--- src/rtl/cax_pkg.sv ---
package cax_pkg;
  localparam int WORD_W = 32;
  localparam int SEL_LO = 11;
  localparam int EN_BIT = 31;
  localparam logic [WORD_W-1:0] FNREG_MASK = 32'h0000_07FC;
  localparam logic [WORD_W-1:0] REGLO_MASK = 32'h0000_00FC;

  function automatic logic [WORD_W-1:0] swap_bytes(input logic [WORD_W-1:0] v);
    return {v[7:0], v[15:8], v[23:16], v[31:24]};
  endfunction
endpackage

--- src/rtl/cax_wr_encode.sv ---
module cax_wr_encode
  import cax_pkg::*;
#(
  parameter bit XLATE = 1'b1
) (
  input  logic [WORD_W-1:0] din,
  output logic [WORD_W-1:0] nxt
);
  generate
    if (XLATE) begin : g_xlate
      logic [4:0] dev;
      always_comb begin
        dev = 5'd0;
        for (int i = WORD_W - 1; i >= SEL_LO; i--) begin
          if (din[i]) dev = 5'(i);
        end
        nxt = '0;
        nxt[EN_BIT] = 1'b1;
        nxt[23:16] = {7'd0, din[0]};
        nxt[15:11] = dev;
        nxt = nxt | (din & FNREG_MASK);
      end
    end else begin : g_pass
      always_comb begin
        nxt = din;
        nxt[0] = 1'b0;
        nxt[EN_BIT] = 1'b1;
      end
    end
  endgenerate
endmodule

--- src/rtl/cax_addr_reg.sv ---
module cax_addr_reg
  import cax_pkg::*;
(
  input  logic              clk,
  input  logic              rst,
  input  logic              wr_en,
  input  logic [WORD_W-1:0] nxt,
  output logic [WORD_W-1:0] q
);
  always_ff @(posedge clk) begin
    if (rst) q <= '0;
    else if (wr_en) q <= nxt;
  end


  hold_when_idle_chk: assert property (@(posedge clk) disable iff (rst)
    !wr_en |=> $stable(q));

  enable_after_write_chk: assert property (@(posedge clk) disable iff (rst)
    wr_en |=> q[EN_BIT]);

  reset_clears_chk: assert property (@(posedge clk) rst |=> q == '0);
endmodule

--- src/rtl/cax_rd_decode.sv ---
module cax_rd_decode
  import cax_pkg::*;
#(
  parameter bit XLATE = 1'b1
) (
  input  logic [WORD_W-1:0] q,
  output logic [WORD_W-1:0] val
);
  generate
    if (XLATE) begin : g_xlate
      always_comb begin
        val = (WORD_W'(1) << q[15:11]) | (q & REGLO_MASK);
        val[10:8] = val[10:8] | q[10:8];
      end
    end else begin : g_pass
      always_comb begin
        val = q;
        val[0] = 1'b1;
        val[EN_BIT] = 1'b0;
      end
    end
  endgenerate
endmodule

--- src/rtl/cax_irq_swizzle.sv ---
module cax_irq_swizzle #(
  parameter int N_DEV    = 16,
  parameter int IRQ_W    = 16,
  parameter int IRQ_BASE = 8
) (
  input  logic               clk,
  input  logic               rst,
  input  logic [4*N_DEV-1:0] intx,
  output logic [IRQ_W-1:0]   irq_out
);
  localparam int N_LINES = 4;
  logic [N_LINES-1:0] lines;
  logic [IRQ_W-1:0]   bank;

  always_comb begin
    lines = '0;
    for (int j = 0; j < N_DEV; j++) begin
      for (int n = 0; n < N_LINES; n++) begin
        lines[2'((n + j) % N_LINES)] = lines[2'((n + j) % N_LINES)] | intx[N_LINES*j + n];
      end
    end
    bank = '0;
    bank[IRQ_BASE +: N_LINES] = lines;
  end

  always_ff @(posedge clk) begin
    if (rst) irq_out <= '0;
    else irq_out <= bank;
  end


  quiet_inputs_chk: assert property (@(posedge clk) disable iff (rst)
    (intx == '0) |=> (irq_out == '0));

  outside_window_chk: assert property (@(posedge clk) disable iff (rst)
    $countones(irq_out) == $countones(irq_out[IRQ_BASE +: N_LINES]));
endmodule

--- src/rtl/cfg_addr_xlate.sv ---
module cfg_addr_xlate
  import cax_pkg::*;
#(
  parameter bit XLATE      = 1'b1,
  parameter bit BIG_ENDIAN = 1'b0,
  parameter int N_DEV      = 16,
  parameter int IRQ_W      = 16,
  parameter int IRQ_BASE   = 8
) (
  input  logic               clk,
  input  logic               rst,
  input  logic               wr_en,
  input  logic [31:0]        wr_data,
  output logic [31:0]        rd_data,
  output logic [31:0]        cfg_word,
  input  logic [4*N_DEV-1:0] dev_intx,
  output logic [IRQ_W-1:0]   irq_out
);
  logic [WORD_W-1:0] din, nxt, q, rval;

  generate
    if (BIG_ENDIAN) begin : g_swap
      assign din     = swap_bytes(wr_data);
      assign rd_data = swap_bytes(rval);
    end else begin : g_noswap
      assign din     = wr_data;
      assign rd_data = rval;
    end
  endgenerate

  cax_wr_encode #(.XLATE(XLATE)) u_enc (.din(din), .nxt(nxt));
  cax_addr_reg u_reg (.clk(clk), .rst(rst), .wr_en(wr_en), .nxt(nxt), .q(q));
  cax_rd_decode #(.XLATE(XLATE)) u_dec (.q(q), .val(rval));
  cax_irq_swizzle #(.N_DEV(N_DEV), .IRQ_W(IRQ_W), .IRQ_BASE(IRQ_BASE)) u_irq (
    .clk(clk), .rst(rst), .intx(dev_intx), .irq_out(irq_out));

  assign cfg_word = q;

  generate
    if (XLATE) begin : g_xchk

      upper_zero_chk: assert property (@(posedge clk) disable iff (rst)
        wr_en |=> (cfg_word[30:24] == '0 && cfg_word[1:0] == 2'b00));

      onehot_read_chk: assert property (@(posedge clk) disable iff (rst)
        $countones(rval[31:11]) <= 1);
    end else begin : g_pchk

      pass_read_chk: assert property (@(posedge clk) disable iff (rst)
        rval[0] && !rval[EN_BIT]);
    end
  endgenerate
endmodule

--- config.mk ---
export PLATFORM = sky130hd
export DESIGN_NAME = cfg_addr_xlate
export DESIGN_NICKNAME = d
export VERILOG_FILES = /design/src/rtl/cax_pkg.sv /design/src/rtl/cax_wr_encode.sv /design/src/rtl/cax_addr_reg.sv /design/src/rtl/cax_rd_decode.sv /design/src/rtl/cax_irq_swizzle.sv /design/src/rtl/cfg_addr_xlate.sv
export SDC_FILE = /design/constraint.sdc
export NUM_CORES = 1
export LEC_CHECK = 0
export BUFFER_PORTS_ARGS = -buffer_cell sky130_fd_sc_hd__buf_2
export CAP_MARGIN = 10
export CORE_UTILIZATION = 25
export CTS_BUF_LIST = sky130_fd_sc_hd__clkbuf_8
export CTS_CLUSTER_DIAMETER = 200
export DETAILED_ROUTE_END_ITERATION = 8
export PLACE_DENSITY = 0.73
export SYNTH_ARGS = -nofsm -noshare
export SYNTH_HDL_FRONTEND = slang
export SYNTH_SLANG_ARGS = --single-unit
--- constraint.sdc ---
create_clock -name clk -period 1.54 [get_ports clk]
set_input_delay 0.308 -clock clk [delete_from_list [all_inputs] [get_ports clk]]
set_output_delay 0.308 -clock clk [all_outputs]
set_load 0.005 [all_outputs]
==> impl_metrics.toml <==
[outcome]
status = "finished, violations left"
violations = "setup timing"

[setup_path]
cp-start-kind = "register"
worstPathRequired_ps = 1230
crit_path_start = "u_reg.q[12]"
end_kind = "output port"
worst_path_max_delay_cell = "or3b_4"
worstPathBufferInverterCount = 1
r2r-start = "u_reg.q[13]"
critPathMaxFanout = 6
slowest_delay_ps = 420
critPathKind = "register to output port"
path_cells = "or3b_4 -> o21bai_1 -> buf_2"
cp_top_family = "simple AND/OR/NAND/NOR gates"
arrival_ps = 1300

[hold_path]
hp-start = "wr_data[0]"
hp-class = "input port to register"

[die]
die_area_um2 = 5830
io_pins = 179
start_util_pct = 26.5
rows = 26
die_width_um = 76.3
die_h_um = 76.3
core_um2 = 5200

[logic_synthesis]
syn_inst = 186
synth_edf_count = 0
synth_area_um2 = 1380
synth_top_area_cell = "dfxtp_1"
async_reset_ff_share_pct = 0
avgSynthCellArea_um2 = 7.43
ys_warn_count = 0
synthFlopType = "dfxtp_1"
synthDistinctLibCells = 35
synthTopCellsByArea = "dfxtp_1 (26%), buf_4 (16%), nor2_1 (12%), mux2i_1 (7.2%), nor4_1 (5.9%)"
synth_top_area_share_pct = 26.1
ys_seq_area_share_pct = 26.1
synth_seq_cells = 18

[cts]
clk_latency_ps = 240
cts_tree = "done"
cts_max_path_buffers = 2
clk_pin_slew_worst_paths_ps = 70
cts_hold_buf = 0
cts_root_buf = "clkbuf_8"
cts.sinks = 18
cts_max_level = 1
cts_made_buffers = 3

[sta]
setup_viol = 17
setup_tns_ps = -425
timing.final.crit_share_pct = 104
fin_ws_ps = -66.7
final_max_slew_viol_count = 0
fin_hold_ws_ps = 295
hold_viol = 0
min_period_ps = 1610
rsz0062_at_grt = "yes"
finalClockSkew_ps = 0
clock.fmax_mhz = 622

[layout]
syn_to_final_growth_pct = 52.1
drive_above_1_share_pct = 49.0
regArea_um2 = 377
stdcell_count = 376
diodes = 0
nNetsFinal = 407
nFillCells = 559
multi_input_area_um2 = 907

[global_routing]
overflow = 0
grt_max_degree = 14
grt_pass1_wl_mm = 7.16
grt_usage_pct = 14.6
antenna_found_initial = 0
grt_pass1_vias = 1701

[power_and_ir_drop]
cellLeakagePower_nw = 1.13
power.density_nw_per_um2 = 574
ir_drop_v = 0.000378

[placed_design]
port_buffers = 115
dp_worst_setup_slack_ps = 31.0
hpwl_mm = 3.53
gp_congestion = 0.886
dpl.cell_count = 372

[route]
first_pass_iters = 4
routedWlPerCell_um = 11.3
drt-initial-drc-count = 37
drtAntennaViolNets = 0
drt_wl_total_mm = 4.27
drc = 0
vias = 1699
via_per_inst = 4.52

[job]
cap_violations = 0
## power by group
group          switching (mW)  internal (mW)
logic                   0.179          0.183
registers              0.0272          0.492
clock network           0.152          0.173
## per-stage QoR
stage / power (mW) / instance area [µm²] / utilization (%)
floorplan: 0.730 / 1490 / -
global placement: 0.868 / 1970 / 37.9
detailed placement: 0.875 / 1970 / 37.9
CTS: 1.20 / 2060 / 39.6
global route: 1.28 / 2100 / 40.4
finish: 1.21 / 2100 / 40.4
## cells in the mapped netlist, drive strengths merged (3+ instances only)
cell and number:
a21o 3, mux2i 10, nor4 14, nand3b 3
clkbuf 6, a21oi 5, inv 6, buf 32
o21bai 6, dfxtp 18, or3b 3, o21ai 3
nor2 44, nand2b 5, a211oi 3, nand2 3
## worst paths after layout
path                      end  slack (ps)  cells past startpoint
setup / recovery   rd_data[5]         -70                      3
hold reg to reg   u_reg.q[31]         490                      2
setup reg to reg  u_reg.q[13]         600                      2
hold / removal    u_reg.q[16]         290                      3
## cells in the final DEF (no fill, tap or decap), drive strengths merged
master / n
buf: 126
nor2: 44
conb: 30
dfxtp: 18
nor4: 14
mux2i: 10
o21bai: 6
inv: 6
a21oi: 5
nand2b: 5
nand3b: 3
a21o: 3
a211oi: 3
clkbuf: 3
or3b: 3
nand2: 3
o21ai: 3
nor2b: 2
or4: 2
a41oi: 2
nor3: 2
a2111oi: 2
nand3: 2
o31ai: 2
or2: 1
or3: 1
nor3b: 1
o311ai: 1
o22ai: 1
o221ai: 1
o311a: 1
## worst reg2reg max path, delay by kind of cell (launching register included)
family / cells / cell delay (ps)
flip-flops: 1 / 420
AND/OR/NAND/NOR: 1 / 380
AO/OA/AOI/OAI: 1 / 60
## logic make-up (layout without fill, tap and decap cells)
group,count (synthesis),after routing,share of synthesized area (%)
AOI/OAI and AO/OA,30,30,15.9
buffers and inverters,44,135,20.3
DFF,18,18,26.1
muxes,10,10,7.25
other,1,30,0.271
and+or+nand+nor,83,83,30.3
## state kept, by name (all words and copies together) (netlist names)
register       flops
u_reg.q           16
u_irq.irq_out      2
## repair_timing
| action | in CTS | in global routing |
|---|---|---|
| buffers inserted | 1 | 0 |
| resized for setup | 15 | 12 |
| pin swaps | 4 | 12 |
| hold endpoints to repair | 0 | 0 |
| setup endpoints to repair | 28 | 32 |
## layer usage
metal / wire length, µm / share of wire (%) / global-route usage, %
met5: 0 / 0 / 0
met4: 46 / 1.1 / 4.42
met3: 282 / 6.6 / 2.04
met2: 2250 / 53 / 29.0
met1: 1690 / 40 / 15.6
## cell type report
cell class | count | share of cell area (%)
tap | 70 | 4.17
clock buffer | 3 | 1.97
sequential | 18 | 17.9
inverter | 6 | 1.07
timing repair buffer | 126 | 31.7
multi-input combinational | 153 | 43.2
Note: power is estimated with default switching activity, not from simulation.
